### src/rtl/adc_busif_pkg.sv
// Shared types for the converter bus interface.
// Assumes the mode input is held static after reset.
package adc_busif_pkg;

    // Conversion pacing modes; code 3 is treated like hands-off mode
    typedef enum logic [1:0] {
        MODE_HOST = 2'd0,
        MODE_FREE = 2'd1,
        MODE_AUTO = 2'd2,
        MODE_RSVD = 2'd3
    } pace_mode_e;

endpackage

### src/rtl/adc_busif_conv.sv
// Conversion sequencer with a fixed-latency core model.
// Decides when a conversion starts from the pacing mode and the strobes,
// samples the input word at the start edge and flags completion.
// Assumes LAT_CYC >= 1 and a static mode.
module adc_busif_conv
    import adc_busif_pkg::*;
#(
    parameter int LAT_CYC = 50,
    parameter int RES_W   = 11
) (
    input  logic             clk,
    input  logic             rst_n,
    input  pace_mode_e       mode,
    input  logic             cs_n,
    input  logic             wr_n,
    input  logic [RES_W-1:0] ain,
    output logic             hold,
    output logic             done,
    output logic [RES_W-1:0] sample
);
    localparam int CW = $clog2(LAT_CYC + 1);

    logic          active;
    logic [CW-1:0] cnt;
    logic          wr_q;
    logic          armed;
    logic          start_ok;
    logic          start_go;

    // Start condition for each pacing mode
    always_comb begin
        case (mode)
            MODE_HOST: start_ok = !cs_n && wr_q && !wr_n;
            MODE_FREE: start_ok = armed || !wr_n;
            default:   start_ok = 1'b1;
        endcase
    end

    assign start_go = !active && start_ok;
    assign done     = active && (cnt == '0);
    assign hold     = active;

    // Write strobe history for falling-edge detection
    always_ff @(posedge clk) begin
        if (!rst_n) wr_q <= 1'b1;
        else        wr_q <= wr_n;
    end

    // Conversion state: start, latency countdown, completion
    always_ff @(posedge clk) begin
        if (!rst_n) begin
            active <= 1'b0;
            cnt    <= '0;
            armed  <= 1'b0;
            sample <= '0;
        end else if (start_go) begin
            active <= 1'b1;
            cnt    <= CW'(LAT_CYC - 1);
            armed  <= 1'b1;
            sample <= ain;
        end else if (active) begin
            if (cnt == '0) active <= 1'b0;
            else           cnt    <= cnt - 1'b1;
        end
    end
endmodule

### src/rtl/adc_busif_latch.sv
// Output result latch with the byte-order lock.
// In free-running mode on an 8-bit bus, a high-byte read locks the latch
// until a low-byte read; results that finish while it is locked are dropped.
// Assumes mode and bus width are static.
module adc_busif_latch
    import adc_busif_pkg::*;
#(
    parameter int RES_W = 11
) (
    input  logic             clk,
    input  logic             rst_n,
    input  pace_mode_e       mode,
    input  logic             wide,
    input  logic             hi_sel,
    input  logic             rd_acc,
    input  logic             done,
    input  logic [RES_W-1:0] sample,
    output logic [RES_W-1:0] res
);
    logic lock_q;
    logic free_run;
    logic hi_rd;
    logic lo_rd;
    logic blocked;

    assign free_run = (mode == MODE_FREE);
    assign hi_rd    = rd_acc && !wide && hi_sel;
    assign lo_rd    = rd_acc && !wide && !hi_sel;
    assign blocked  = lock_q || (free_run && hi_rd);

    // Lock flag: set by a high-byte read, cleared by a low-byte read
    always_ff @(posedge clk) begin
        if (!rst_n)                lock_q <= 1'b0;
        else if (free_run && hi_rd) lock_q <= 1'b1;
        else if (lo_rd || !free_run) lock_q <= 1'b0;
    end

    // Result capture when a conversion completes and the latch is open
    always_ff @(posedge clk) begin
        if (!rst_n)                res <= '0;
        else if (done && !blocked) res <= sample;
    end
endmodule

### src/rtl/adc_busif_bus.sv
// Host-side read path and status.
// Drives the read word (wide or one byte), its enable and the busy flag.
// Assumes RES_W > 8 so the high byte holds the bits above bit 7.
module adc_busif_bus
    import adc_busif_pkg::*;
#(
    parameter int RES_W = 11
) (
    input  pace_mode_e       mode,
    input  logic             wide,
    input  logic             hi_sel,
    input  logic             cs_n,
    input  logic             rd_n,
    input  logic             hold,
    input  logic [RES_W-1:0] res,
    output logic             rd_acc,
    output logic [RES_W-1:0] dout,
    output logic             dout_oe,
    output logic             busy
);
    assign rd_acc  = !cs_n && !rd_n;
    assign dout_oe = rd_acc;

    // Read word selection; zero whenever the drivers are off
    always_comb begin
        dout = '0;
        if (rd_acc) begin
            if (wide)        dout = res;
            else if (hi_sel) dout = RES_W'(res[RES_W-1:8]);
            else             dout = RES_W'(res[7:0]);
        end
    end

    // Busy: conversion status when host-paced, read status otherwise
    always_comb begin
        if (mode == MODE_HOST) busy = !hold;
        else                   busy = !rd_acc;
    end
endmodule

### src/rtl/adc_busif.sv
// Top of the converter bus interface: sequencer, result latch, read path.
// Assumes mode_sel and wide_bus are static after reset.
module adc_busif
    import adc_busif_pkg::*;
#(
    parameter int DATA_W  = 10,
    parameter int LAT_CYC = 50,
    localparam int RES_W  = DATA_W + 1
) (
    input  logic             clk,
    input  logic             rst_n,
    input  logic [1:0]       mode_sel,
    input  logic             wide_bus,
    input  logic             cs_n,
    input  logic             wr_n,
    input  logic             rd_n,
    input  logic             hi_sel,
    input  logic [RES_W-1:0] ain,
    output logic             busy,
    output logic             hold,
    output logic [RES_W-1:0] dout,
    output logic             dout_oe
);
    pace_mode_e       mode;
    logic             done;
    logic             rd_acc;
    logic [RES_W-1:0] sample;
    logic [RES_W-1:0] res;

    assign mode = pace_mode_e'(mode_sel);

    adc_busif_conv #(.LAT_CYC(LAT_CYC), .RES_W(RES_W)) conv_i (
        .clk(clk), .rst_n(rst_n), .mode(mode), .cs_n(cs_n), .wr_n(wr_n),
        .ain(ain), .hold(hold), .done(done), .sample(sample)
    );

    adc_busif_latch #(.RES_W(RES_W)) latch_i (
        .clk(clk), .rst_n(rst_n), .mode(mode), .wide(wide_bus),
        .hi_sel(hi_sel), .rd_acc(rd_acc), .done(done), .sample(sample),
        .res(res)
    );

    adc_busif_bus #(.RES_W(RES_W)) bus_i (
        .mode(mode), .wide(wide_bus), .hi_sel(hi_sel), .cs_n(cs_n),
        .rd_n(rd_n), .hold(hold), .res(res), .rd_acc(rd_acc), .dout(dout),
        .dout_oe(dout_oe), .busy(busy)
    );
endmodule

### config.mk
export PLATFORM = sky130hd
export DESIGN_NAME = adc_busif
export DESIGN_NICKNAME = d
export VERILOG_FILES = /design/src/rtl/adc_busif_pkg.sv /design/src/rtl/adc_busif_conv.sv /design/src/rtl/adc_busif_latch.sv /design/src/rtl/adc_busif_bus.sv /design/src/rtl/adc_busif.sv
export SDC_FILE = /design/constraint.sdc
export NUM_CORES = 1
export LEC_CHECK = 0
export ABC_AREA = 1
export CORE_MARGIN = 8
export CORE_UTILIZATION = 45
export CTS_CLUSTER_DIAMETER = 120
export DETAILED_ROUTE_END_ITERATION = 6
export PLACE_DENSITY = 0.76
export SETUP_SLACK_MARGIN = 0.1
export SYNTH_ARGS = -nofsm -noshare
export SYNTH_HDL_FRONTEND = slang
export SYNTH_SLANG_ARGS = --single-unit
### constraint.sdc
create_clock -name clk -period 1.2 [get_ports clk]
set_clock_uncertainty 0.1 [all_clocks]
set_input_delay 0.36 -clock clk [delete_from_list [all_inputs] [get_ports clk]]
set_output_delay 0.36 -clock clk [all_outputs]
set_load 0.01 [all_outputs]
==> summary.md <==
| Metric | Value |
|---|---|
| Part of the power in registers | `36.6%` |
| Syn_nets | `230` |
| Synth Area in XOR/XNOR | `0.569%` |
| Ant. Diodes | `0` |
| Post-Synth Adder-Cell Area | `1.63%` |
| DRC | `0` |
| Largest family of logic cells by synthesized area | `simple AND/OR/NAND/NOR gates` |
| Critical Path RT | `approximately 0.74 ns` |
| Finished Layout Cells | `353` |
| Share of layout cells above drive strength 1 | `between 60% and 70%` |
| Antenna violations before repair | `0` |
| GP Congestion | `0.841` |
| RSZ-0062 raised after global routing | `yes` |
| Sequential area share after synthesis | `41.6%` |
| Cells after Synth | `208` |
| Critical Path Start | `cs_n` |
| Yosys reg bits | `32` |
| Vias/cell | `5.47` |
| Worst vdd ir | `about 1 mV` |
| Final Hold Fails | `0` |
| Fillers | `127` |
| Status | `complete, but fails checks` |
| Switching fraction of total power | `between 30% and 40%` |
| Site Rows | `21` |
| Setup WS post-layout | `-0.532 ns` |
| Clock power share | `19.9%` |
| FF-to-FF Start | `conv_i.cnt[5]` |
| Slowest cell delay on critical path | `approximately 0.19 ns` |
| Failing checks | `negative setup slack` |
| Post-Syn Area | `1540 µm²` |
| Worst setup SP type | `primary input` |
| Io pins | `34` |
| Clock slew at reported path FFs | `0.11 ns` |
| Final setup fails | `43` |
| CTS tree | `yes` |
| Reg area | `653 µm²` |
| P_sw | `1.30 mW` |
| Number of global-route vias before repair | `1796` |
| Crit-path cells | `buf_8 > nor2_4 > clkinv_4 > buf_4 > nor3_2 > buf_2` |
| Htree depth | `2` |
| Largest net degree at the start of global routing | `23` |
| CORE AREA | `3310 µm²` |
| DR pass1 iterations | `4` |
| GRT Total Usage | `between 10% and 20%` |
| Die X | `74.5 µm` |
| Pre-CTS setup slack | `-1.18 ns` |
| Pleak | `1.30 nW` |
| Critical path arrival | `around 1.3 ns` |
| Grt ovf | `0` |
| Final max-slew violation count | `0` |
| IO Port Bufs | `33` |
| Post-synthesis mux area share | `0%` |
| Nets | `328` |
| Period minus WS final | `1.73 ns` |
| Leading cell type in the layout, fill and taps excluded | `buf_4` |
| RR Endpoint | `latch_i.res[10]` |
| Post-DRT Antenna Nets | `0` |
| MaxCap Viol Count | `0` |
| CP Capture Type | `output port` |
| CP max-delay cell | `buf_2` |
| Post-Route WL | `6920 µm` |
| Initial core utilization | `between 40% and 50%` |
| Setup_tns | `-9.33 ns` |
| Die height | `~74 µm` |
| Num CTS Buffers | `5` |
| Die ar. | `5550 µm²` |
| Multi-input logic area | `1160 µm²` |
| Longest Clk Path Bufs | `2` |
| Area grow syn2layout | `96.9%` |
| Avg Cell Area, Syn | `between 7 and 8 µm²` |
| Total number of vias | `1931` |
| Final period utilization | `144%` |
| Worst Hold Class | `in2reg` |
| First-pass GRT wire length | `about 8000 µm` |
| Clk root buf | `clkbuf_4` |
| Worst Hold Launch | `wide_bus` |
| Simple-Gate Fraction of Synth Area | `roughly 30%` |
| Cells after DPL | `approximately 320` |
| Iteration-0 DRC Markers | `104` |
| Final HPWL from detailed placement | `2670 µm` |
| Most frequent cells in the layout | `buf_4, buf_6, nand2_1, dfxtp_1, inv_1` |
| WL per Instance | `19.6 µm` |
| Cell internal pwr | `roughly 2.2 mW` |
| Worst r2r path cells | `8` |
| CTS Sinks | `32` |
| Max Fanout on Critical Path | `7` |
| P per Cell Area | `1150 nW/µm²` |
| Worst Hold End | `latch_i.lock_q` |
| Post-synthesis compound-gate area fraction | `13.8%` |
| Max Freq | `roughly 580 MHz` |
| Total power | `3.49 mW` |
| Share of total power in combinational logic | `between 40% and 50%` |
| Worst hold path stage count | `3` |
| Slew @ Worst Pin | `0.251 ns` |
| Crit path kind | `in2out` |
| Worst skew pair latency | `0.36 ns` |
| Max_slew headroom | `roughly 83%` |
| R2r setup slk | `-0.23 ns` |
| Warnings from Yosys | `0` |
| Unique masters post-synth | `28` |
==> sequential cells by signal, indices dropped and copies added, names as in the netlist <==
| signal | count |
|---|---|
| conv_i.armed | 1 |
| latch_i.lock_q | 1 |
| latch_i.res | 11 |
| conv_i.wr_q | 1 |
| conv_i.cnt | 6 |
| conv_i.sample | 11 |
| conv_i.hold | 1 |
==> power groups by stage <==
stage	registers, mW	clock network [mW]	logic [mW]
3_5_place_dp	1.26	0	0.894
6_report	1.28	0.694	1.52
4_1_cts	1.25	0.662	1.16
5_1_grt	1.29	0.736	1.60
2_1_floorplan	1.26	0	0.556
3_3_place_gp	1.26	0	0.877
==> how the worst max path moves through the flow <==
stage,endpoint,slack (ns)
after floorplan,dout[1],-0.20
after global placement,dout[4],-1.14
after detailed placement,dout[4],-1.18
after CTS,dout[4],-0.43
after global routing,dout[5],-0.56
final,dout[5],-0.53
==> layout make-up <==
| cell class | count | share of cell area (%) |
|---|---|---|
| multi-input cells | 135 | 38.3 |
| repair buffers | 97 | 30.8 |
| flip-flops and latches | 32 | 21.6 |
| inverters | 35 | 5.45 |
| clock buffers | 8 | 1.94 |
| well taps | 46 | 1.90 |
==> cells by family (layout without fill, tap and decap cells) <==
kind of cell	count (synthesis)	in the layout
AO/OA/AOI/OAI	41	41
XOR/XNOR	1	1
adder cells (fa/ha/maj)	2	2
buffers and inverters	42	140
flip-flops	32	32
AND/OR/NAND/NOR	90	91
==> cell usage after synthesis <==
master / count / area (µm²)
nand2_1: 36 / 135
dfxtp_1: 32 / 641
inv_1: 32 / 120
a21oi_1: 23 / 115
nor2_1: 15 / 56.3
o21ai_0: 15 / 75.1
nor2_2: 11 / 68.8
nor3_1: 8 / 40.0
nand3_1: 5 / 25.0
nand4_1: 5 / 31.3
nand2_2: 3 / 18.8
nor2_4: 3 / 33.8
buf_4: 2 / 15.0
clkbuf_1: 2 / 7.51
ha_1: 2 / 25.0
nand3_4: 2 / 35.0
a31oi_1: 1 / 6.26
buf_12: 1 / 20.0
buf_2: 1 / 5.00
buf_6: 1 / 11.3
clkinv_1: 1 / 3.75
clkinv_2: 1 / 5.00
inv_2: 1 / 3.75
nand3_2: 1 / 10.0
o211ai_1: 1 / 7.51
o21ai_2: 1 / 8.76
or2_0: 1 / 6.26
xor2_1: 1 / 8.76
==> repair_timing <==
item                       in CTS  in global routing
hold buffers                    0                  0
buffers inserted               18                 10
resized for setup             131                 75
setup endpoints to repair      45                 45
gates cloned                    3                  1
pin swaps                      18                 31
==> worst max-delay path: cells and delay by family <==
| family | cells | cell delay, ns |
|---|---|---|
| buffers and inverters | 4 | 0.56 |
| AND/OR/NAND/NOR | 2 | 0.34 |
==> per-layer routing <==
metal | wire, µm | global-route usage, % | share of wire, % | vias to the layer above
met5 | 0 | 0 | 0 | -
met4 | 543 | 10.2 | 7.9 | 0
met3 | 499 | 4.45 | 7.2 | 49
met2 | 3330 | 35.3 | 48 | 113
met1 | 2540 | 19.5 | 37 | 908
li1 | - | - | - | 861
==> per-stage QoR <==
step                      hold WS, ns  area (µm²)  utilization, %
after floorplan                 0.324        1720               -
after global placement          0.336        2330            70.4
after detailed placement        0.343        2330            70.4
after CTS                       0.245        2690            81.3
after global routing            0.290        3030            91.5
final                           0.287        3030            91.5
Power figures use the tool's default switching activity.
